===== src/rtl/adc_rd_pkg.sv =====
package adc_rd_pkg;
  typedef enum logic [2:0] {
    ST_IDLE, ST_SETUP, ST_WAKE, ST_POLL, ST_READ, ST_GAP
  } rd_state_e;

  localparam int FRAME_BITS  = 16;
  localparam int HDR_BITS    = 3;
  localparam int SAMPLE_BITS = 12;
endpackage


===== src/rtl/adc_rd_tick.sv =====
module adc_rd_tick #(
  parameter int W = 16
) (
  input  logic         clk,
  input  logic         rst_n,
  input  logic         run_i,
  input  logic [W-1:0] half_i,
  output logic         tick_o
);
  logic [W-1:0] cnt_q, cnt_d;

  assign tick_o = run_i && (cnt_q == half_i - W'(1));

  always_comb begin
    cnt_d = cnt_q;
    if (!run_i || tick_o) cnt_d = '0;
    else                  cnt_d = cnt_q + W'(1);
  end

  always_ff @(posedge clk or negedge rst_n) begin
    if (!rst_n) cnt_q <= '0;
    else        cnt_q <= cnt_d;
  end

  AST_TICK_WITHIN_HALF: assert property (@(posedge clk) disable iff (!rst_n)
    run_i |-> (cnt_q < half_i)) else $error("phase counter overran");
endmodule


===== src/rtl/adc_rd_shift.sv =====
module adc_rd_shift #(
  parameter int FW = 16,
  parameter int HW = 3,
  parameter int DW = 12
) (
  input  logic          clk,
  input  logic          rst_n,
  input  logic          clr_i,
  input  logic          shift_i,
  input  logic          bit_i,
  output logic          full_o,
  output logic          hdr_ok_o,
  output logic          chan_o,
  output logic [DW-1:0] data_o
);
  localparam int CW = $clog2(FW + 1);

  logic [FW-1:0] sr_q, sr_d;
  logic [CW-1:0] cnt_q, cnt_d;

  always_comb begin
    sr_d  = sr_q;
    cnt_d = cnt_q;
    if (clr_i) begin
      sr_d  = '0;
      cnt_d = '0;
    end else if (shift_i) begin
      sr_d  = {sr_q[FW-2:0], bit_i};
      cnt_d = cnt_q + CW'(1);
    end
  end

  always_ff @(posedge clk or negedge rst_n) begin
    if (!rst_n) begin
      sr_q  <= '0;
      cnt_q <= '0;
    end else begin
      sr_q  <= sr_d;
      cnt_q <= cnt_d;
    end
  end

  assign full_o   = (cnt_q == CW'(FW));
  assign hdr_ok_o = &sr_q[FW-1 -: HW];
  assign chan_o   = sr_q[DW];
  assign data_o   = sr_q[DW-1:0];

  AST_NO_SHIFT_PAST_FRAME: assert property (@(posedge clk) disable iff (!rst_n)
    shift_i |-> !full_o) else $error("shift beyond frame");
  AST_COUNT_BOUND: assert property (@(posedge clk) disable iff (!rst_n)
    cnt_q <= CW'(FW)) else $error("bit count out of range");
endmodule


===== src/rtl/adc_rd_ctrl.sv =====
module adc_rd_ctrl
  import adc_rd_pkg::*;
#(
  parameter int DIV_W      = 16,
  parameter int TO_W       = 16,
  parameter int GAP_W      = 16,
  parameter int BUDGET_CYC = 28000
) (
  input  logic                   clk,
  input  logic                   rst_n,
  input  logic                   start_i,
  input  logic                   int_mode_i,
  input  logic [DIV_W-1:0]       half_i,
  input  logic [TO_W-1:0]        eoc_limit_i,
  input  logic [GAP_W-1:0]       cs_gap_i,
  input  logic                   sdo_i,
  output logic                   cs_n_o,
  output logic                   sclk_o,
  output logic                   busy_o,
  output logic                   done_o,
  output logic                   chan_o,
  output logic [SAMPLE_BITS-1:0] data_o,
  output logic                   frame_err_o,
  output logic                   eoc_timeout_o,
  output logic                   rate_err_o
);
  localparam int CNT_W      = (TO_W > GAP_W) ? TO_W : GAP_W;
  localparam int SPAN_SHIFT = $clog2(2 * FRAME_BITS);
  localparam int PW         = DIV_W + SPAN_SHIFT + 1;

  rd_state_e state_q, state_d;
  logic cs_q, cs_d, sclk_q, sclk_d, mode_q, mode_d, done_q, done_d;
  logic [DIV_W-1:0] half_q, half_d;
  logic [CNT_W-1:0] lim_q, lim_d, gap_q, gap_d, wcnt_q, wcnt_d;
  logic chan_q, chan_d, ferr_q, ferr_d, terr_q, terr_d, rerr_q, rerr_d;
  logic [SAMPLE_BITS-1:0] data_q, data_d;

  logic [DIV_W-1:0] half_eff;
  logic [PW-1:0]    ext_span;
  logic             rate_bad, tick, run, sh_clr, sh_en;
  logic             sh_full, sh_hdr_ok, sh_chan;
  logic [SAMPLE_BITS-1:0] sh_data;

  assign half_eff = (half_i == '0) ? DIV_W'(1) : half_i;
  assign ext_span = PW'(half_eff) << SPAN_SHIFT;
  assign rate_bad = !int_mode_i && (ext_span > PW'(BUDGET_CYC));
  assign run      = (state_q == ST_SETUP) || (state_q == ST_WAKE) || (state_q == ST_READ);
  assign sh_clr   = (state_q == ST_IDLE) && start_i;
  assign sh_en    = (state_q == ST_READ) && tick && !sclk_q;

  adc_rd_tick #(.W(DIV_W)) u_tick (
    .clk(clk), .rst_n(rst_n), .run_i(run), .half_i(half_q), .tick_o(tick)
  );

  adc_rd_shift #(.FW(FRAME_BITS), .HW(HDR_BITS), .DW(SAMPLE_BITS)) u_shift (
    .clk(clk), .rst_n(rst_n), .clr_i(sh_clr), .shift_i(sh_en), .bit_i(sdo_i),
    .full_o(sh_full), .hdr_ok_o(sh_hdr_ok), .chan_o(sh_chan), .data_o(sh_data)
  );

  always_comb begin
    state_d = state_q; cs_d = cs_q; sclk_d = sclk_q; mode_d = mode_q;
    half_d = half_q; lim_d = lim_q; gap_d = gap_q; wcnt_d = wcnt_q;
    done_d = 1'b0; chan_d = chan_q; data_d = data_q;
    ferr_d = ferr_q; terr_d = terr_q; rerr_d = rerr_q;
    unique case (state_q)
      ST_IDLE: if (start_i) begin
        if (rate_bad) begin
          done_d = 1'b1; rerr_d = 1'b1; terr_d = 1'b0; ferr_d = 1'b0;
        end else begin
          state_d = ST_SETUP; sclk_d = int_mode_i; mode_d = int_mode_i;
          half_d  = half_eff;
          lim_d   = CNT_W'(eoc_limit_i);
          gap_d   = CNT_W'(cs_gap_i);
        end
      end
      ST_SETUP: if (tick) begin
        cs_d = 1'b0; state_d = ST_WAKE;
      end
      ST_WAKE: if (tick) begin
        if (mode_q) begin
          sclk_d = 1'b0; wcnt_d = '0; state_d = ST_POLL;
        end else begin
          state_d = ST_READ;
        end
      end
      ST_POLL: begin
        if (sdo_i) begin
          state_d = ST_READ;
        end else if (wcnt_q == lim_q - CNT_W'(1)) begin
          cs_d = 1'b1; done_d = 1'b1; wcnt_d = '0; state_d = ST_GAP;
          terr_d = 1'b1; ferr_d = 1'b0; rerr_d = 1'b0;
        end else begin
          wcnt_d = wcnt_q + CNT_W'(1);
        end
      end
      ST_READ: if (tick) begin
        if (!sclk_q) begin
          sclk_d = 1'b1;
        end else if (sh_full) begin
          sclk_d = 1'b0; cs_d = 1'b1; done_d = 1'b1; wcnt_d = '0; state_d = ST_GAP;
          chan_d = sh_chan; data_d = sh_data;
          ferr_d = !sh_hdr_ok; terr_d = 1'b0; rerr_d = 1'b0;
        end else begin
          sclk_d = 1'b0;
        end
      end
      ST_GAP: begin
        if ((wcnt_q + CNT_W'(1)) >= gap_q) state_d = ST_IDLE;
        else                               wcnt_d  = wcnt_q + CNT_W'(1);
      end
      default: state_d = ST_IDLE;
    endcase
  end

  always_ff @(posedge clk or negedge rst_n) begin
    if (!rst_n) begin
      state_q <= ST_IDLE; cs_q <= 1'b1; sclk_q <= 1'b0; mode_q <= 1'b0;
      half_q <= DIV_W'(1); lim_q <= '0; gap_q <= '0; wcnt_q <= '0;
      done_q <= 1'b0; chan_q <= 1'b0; data_q <= '0;
      ferr_q <= 1'b0; terr_q <= 1'b0; rerr_q <= 1'b0;
    end else begin
      state_q <= state_d; cs_q <= cs_d; sclk_q <= sclk_d; mode_q <= mode_d;
      half_q <= half_d; lim_q <= lim_d; gap_q <= gap_d; wcnt_q <= wcnt_d;
      done_q <= done_d; chan_q <= chan_d; data_q <= data_d;
      ferr_q <= ferr_d; terr_q <= terr_d; rerr_q <= rerr_d;
    end
  end

  assign cs_n_o        = cs_q;
  assign sclk_o        = sclk_q;
  assign busy_o        = (state_q != ST_IDLE);
  assign done_o        = done_q;
  assign chan_o        = chan_q;
  assign data_o        = data_q;
  assign frame_err_o   = ferr_q;
  assign eoc_timeout_o = terr_q;
  assign rate_err_o    = rerr_q;

  AST_MODE_LEVEL_AT_SELECT: assert property (@(posedge clk) disable iff (!rst_n)
    $fell(cs_n_o) |-> ($stable(sclk_o) && (sclk_o == mode_q))) else $error("mode level moved");
  AST_POLL_CLOCK_QUIET: assert property (@(posedge clk) disable iff (!rst_n)
    (state_q == ST_POLL) |-> (!sclk_o && !cs_n_o)) else $error("clock active in poll");
  AST_DONE_WITH_CS_HIGH: assert property (@(posedge clk) disable iff (!rst_n)
    done_o |-> cs_n_o) else $error("result while selected");
  AST_RATE_NO_SELECT: assert property (@(posedge clk) disable iff (!rst_n)
    (done_o && rate_err_o) |-> (cs_n_o && !busy_o)) else $error("refused run selected");
  AST_GAP_DESELECTED: assert property (@(posedge clk) disable iff (!rst_n)
    (state_q == ST_GAP) |-> (cs_n_o && !sclk_o)) else $error("gap not deselected");
endmodule


===== config.mk =====
export PLATFORM = sky130hd
export DESIGN_NAME = adc_rd_ctrl
export DESIGN_NICKNAME = d
export VERILOG_FILES = /design/src/rtl/adc_rd_pkg.sv /design/src/rtl/adc_rd_tick.sv /design/src/rtl/adc_rd_shift.sv /design/src/rtl/adc_rd_ctrl.sv
export SDC_FILE = /design/constraint.sdc
export NUM_CORES = 1
export LEC_CHECK = 0
export BUFFER_PORTS_ARGS = -buffer_cell sky130_fd_sc_hd__buf_4
export CORE_MARGIN = 2
export CORE_UTILIZATION = 60
export DETAILED_ROUTE_END_ITERATION = 12
export PLACE_DENSITY = 0.81
export SETUP_SLACK_MARGIN = 0.05
export SLEW_MARGIN = 15
export SYNTH_ARGS = -nofsm -noshare
export SYNTH_HDL_FRONTEND = slang
export SYNTH_HIERARCHICAL = 1
export SYNTH_SLANG_ARGS = --single-unit

===== constraint.sdc =====
create_clock -name clk -period 10.47 [get_ports clk]
set_clock_uncertainty 0.2 [all_clocks]
set_input_delay 0 -clock clk [delete_from_list [all_inputs] [get_ports clk]]
set_output_delay 0 -clock clk [all_outputs]
set_load 0.005 [all_outputs]

==> results.py <==
metrics = {
    "layout": {
        "multi_input_area_um2": 4140,
        "antenna_cells": 0,
        "seq_area_um2": 3110,
        "fin_nets": 935,
        "drive_above_1_share_pct": 25.0,
        "num-fill-cells": 882,
        "final_cells": 1045,
        "syn2layout_area_growth_pct": 19.4,
        "final_common_cell": "dfrtp_1",
        "layout_common_cells": "dfrtp_1, buf_4, mux2_2",
    },
    "route": {
        "via_per_inst": 5.98,
        "drc": 0,
        "antenna_left": 0,
        "postRouteWirelength_um": 18400,
        "wire_per_inst_um": 17.6,
        "drtIter0Drc": 456,
        "dr.pass1.iters": 6,
        "vias": 6244,
    },
    "timing": {
        "setup_viol": 0,
        "drv_slew": 0,
        "finalHoldViolCount": 0,
        "slew_headroom_pct": 41.3,
        "fmax_mhz": 206,
        "setup_tns_ps": 0,
        "period_share_pct": 46.3,
        "postLayoutSetupSlackWorst_ps": 5630,
        "tightest_slew_ps": 880,
        "rsz0062_at_grt": "false",
        "layout_min_cycle_time_ps": 4840,
    },
    "logic_synthesis": {
        "syn_inst": 768,
        "synth-main-ff-cell": "dfrtp_1",
        "yosys_warnings": 6,
        "synth_cell_types": 89,
        "async_reset_ff_share_pct": 100,
        "avgSynthCellArea_um2": 10.1,
        "synthesis.nets": 843,
        "synth-edff-count": 0,
        "synth_seq_cells": 124,
        "netlist_area_um2": 7770,
        "ys_seq_area_share_pct": 40.0,
    },
    "power": {
        "power_per_cell_area_nw_per_um2": 217,
        "leakage_nw": 4.05,
        "swShare_pct": 36.9,
        "internal_power_mw": 1.27,
        "p_sw_mw": 0.742,
        "pwr-share-clk_pct": 27.9,
        "p_seq_share_pct": 38.2,
        "irDropWorstVdd_mv": 0.130,
        "power_mw": 2.01,
        "combPwrFrac_pct": 33.9,
    },
    "critical_path": {
        "crit_path_top_delay_cell": "a211oi_4",
        "path_buf_inv": 1,
        "arrival_ps": 4990,
        "critPathMaxStageDelay_ps": 650,
        "path_delay_family": "compound AO/OA/AOI/OAI gates",
        "crit_required_ps": 10610,
        "reg2reg_slack_ps": 5630,
        "crit_fanout": 32,
        "cpMostUsedCell": "a31oi_1",
        "startpoint": "half_q[0]$_DFFE_PN1P_",
        "criticalPathCategory": "flop to flop",
        "cp-start-kind": "flop",
        "cp_cell_sequence": "inv_1 -> ha_1 -> or2b_1 -> xor2_1 -> or3_1 -> a211o_1 -> a211oi_4 -> and3_1 -> a31oi_1 -> nor3_1 -> a31oi_1 -> a21o_1 -> a31o_2 -> or4_1 -> a22oi_2",
        "cp-end-kind": "flop",
        "timing.rr.start": "half_q[0]$_DFFE_PN1P_",
    },
    "cts": {
        "clock-root-buffer": "clkbuf_16",
        "htreeDepth": 4,
        "clk_latency_ps": 420,
        "cts_tree": "yes",
        "ctsLongestPathBuffers": 2,
        "cts_setup_buffers": 0,
        "clk_pin_slew_worst_paths_ps": 60,
        "clock_sink_count": 124,
        "cts_buffers": 17,
    },
    "placed_design": {
        "gp_congestion": 0.918,
        "port_buffers": 72,
        "hpwl_um": 12500,
        "place_inst": 961,
        "pre_cts_ws_ps": 5480,
    },
    "global_routing": {
        "gr-total-overflow": 0,
        "grt_pass1_vias": 6288,
        "track_usage_pct": 27.6,
        "antenna_found_initial": 0,
        "grt_pass1_wl_um": 31000,
        "grt_max_degree": 70,
    },
    "die": {
        "die_w_um": 118,
        "io_pins": 73,
        "die_area_um2": 13900,
        "start_util_pct": 61.6,
        "core_um2": 12600,
        "std_cell_rows": 41,
        "die_h_um": 118,
    },
    "hold_path": {
        "min_path_type": "primary input to async pin",
    },
    "run": {
        "max-cap-violations": 0,
    },
    "status": {
        "status": "completed",
    },
}
-- final timing paths --
| check | to | cells after the start |
|---|---|---|
| worst min register to register | frame_err_o$_DFFE_PN0P_ | 1 |
| max in group asynchronous | gap_q[15]$_DFFE_PN0P_ | 3 |
| worst min-delay path | u_shift/sr_q[9]$_DFFE_PN0P_ | 2 |
| worst max-delay path | wcnt_q[10]$_DFFE_PN0P_ | 15 |
| worst max register to register | wcnt_q[10]$_DFFE_PN0P_ | 15 |
| min in group clk | gap_q[13]$_DFFE_PN0P_ | 3 |
-- cell usage after synthesis, types with 4 or more instances --
cell type | instances | area (µm²)
clkbuf_1 | 23 | 86.3
o21ai_0 | 16 | 80.1
a211oi_1 | 4 | 30.0
nand3_1 | 22 | 110
or2_2 | 4 | 25.0
o21ai_2 | 5 | 43.8
o21a_1 | 4 | 30.0
or4_1 | 9 | 67.6
mux2_2 | 63 | 709
nand4_1 | 7 | 43.8
buf_6 | 8 | 90.1
and4_1 | 4 | 35.0
nand2b_1 | 7 | 43.8
o41ai_1 | 4 | 35.0
nor3_1 | 19 | 95.1
o211ai_1 | 6 | 45.0
ha_1 | 22 | 275
buf_4 | 17 | 128
a221oi_1 | 4 | 35.0
nor2_1 | 47 | 176
or3_1 | 11 | 68.8
nand3b_1 | 5 | 37.5
dfrtp_1 | 122 | 3050
nand2_1 | 53 | 199
nor3b_1 | 4 | 30.0
xnor2_1 | 49 | 429
o31ai_1 | 4 | 30.0
inv_1 | 38 | 143
nor4_1 | 7 | 43.8
mux2i_1 | 18 | 180
nor2b_1 | 7 | 43.8
and3_1 | 14 | 87.6
a31oi_1 | 8 | 50.1
a21oi_1 | 31 | 155
xor2_1 | 18 | 158
-- registers in the layout, indices dropped and copies added (netlist names) --
signal,count
u_tick/cnt_q,16
sclk_o,1
rate_err_o,1
wcnt_q,16
state_q,3
gap_q,16
frame_err_o,1
u_shift/sr_q,16
u_shift/cnt_q,5
half_q,16
cs_n_o,1
done_o,1
chan_o,1
mode_q,1
lim_q,16
eoc_timeout_o,1
data_o,12
-- stage by stage --
step	instance area, µm²	hold slack, ps	utilization [%]
after CTS	9280	66.1	73.5
after global routing	9280	134	73.5
after global placement	8190	-45.9	64.9
final	9280	38.2	73.5
after detailed placement	8190	-26.0	64.9
after floorplan	7770	-496	-
-- metal layers --
layer	vias to the layer above	track usage, %	part of all wire, %
met1	3047	37.2	45
met5	-	0	0
met2	224	43.9	47
li1	2923	-	-
met4	0	10.8	2.8
met3	50	5.77	5.3
-- what timing repair did --
item,4_1_cts,5_1_grt
hold endpoints to repair,144,0
hold buffers,52,0
gates resized for setup,0,0
-- cells by family (layout without fill, tap and decap cells) --
kind of cell	count (synthesis)	count (layout)	synth area share [%]
AND/OR/NAND/NOR	245	245	17.7
XOR/XNOR	67	67	7.55
AO/OA/AOI/OAI	130	130	12.5
multiplexers	84	84	11.9
adder cells (fa/ha/maj)	22	22	3.54
buffers and inverters	96	201	6.80
flip-flops	124	124	40.0
-- power groups by stage --
stage	sequential, mW	combinational, mW	clock, mW
detailed placement	0.767	0.657	0
global placement	0.757	0.628	0
finish	0.767	0.681	0.561
CTS	0.762	0.678	0.565
floorplan	0.689	0.578	0
global route	0.789	0.752	0.587
-- final cells by class --
class / instances / area share (%)
Clock buffer: 20 / 4.81
Clock inverter: 12 / 1.23
Inverter: 39 / 1.58
Multi-Input combinational cell: 548 / 44.7
Sequential cell: 124 / 33.5
Tap cell: 172 / 2.32
Timing Repair Buffer: 130 / 11.9
(Power assumes the default switching activity.)
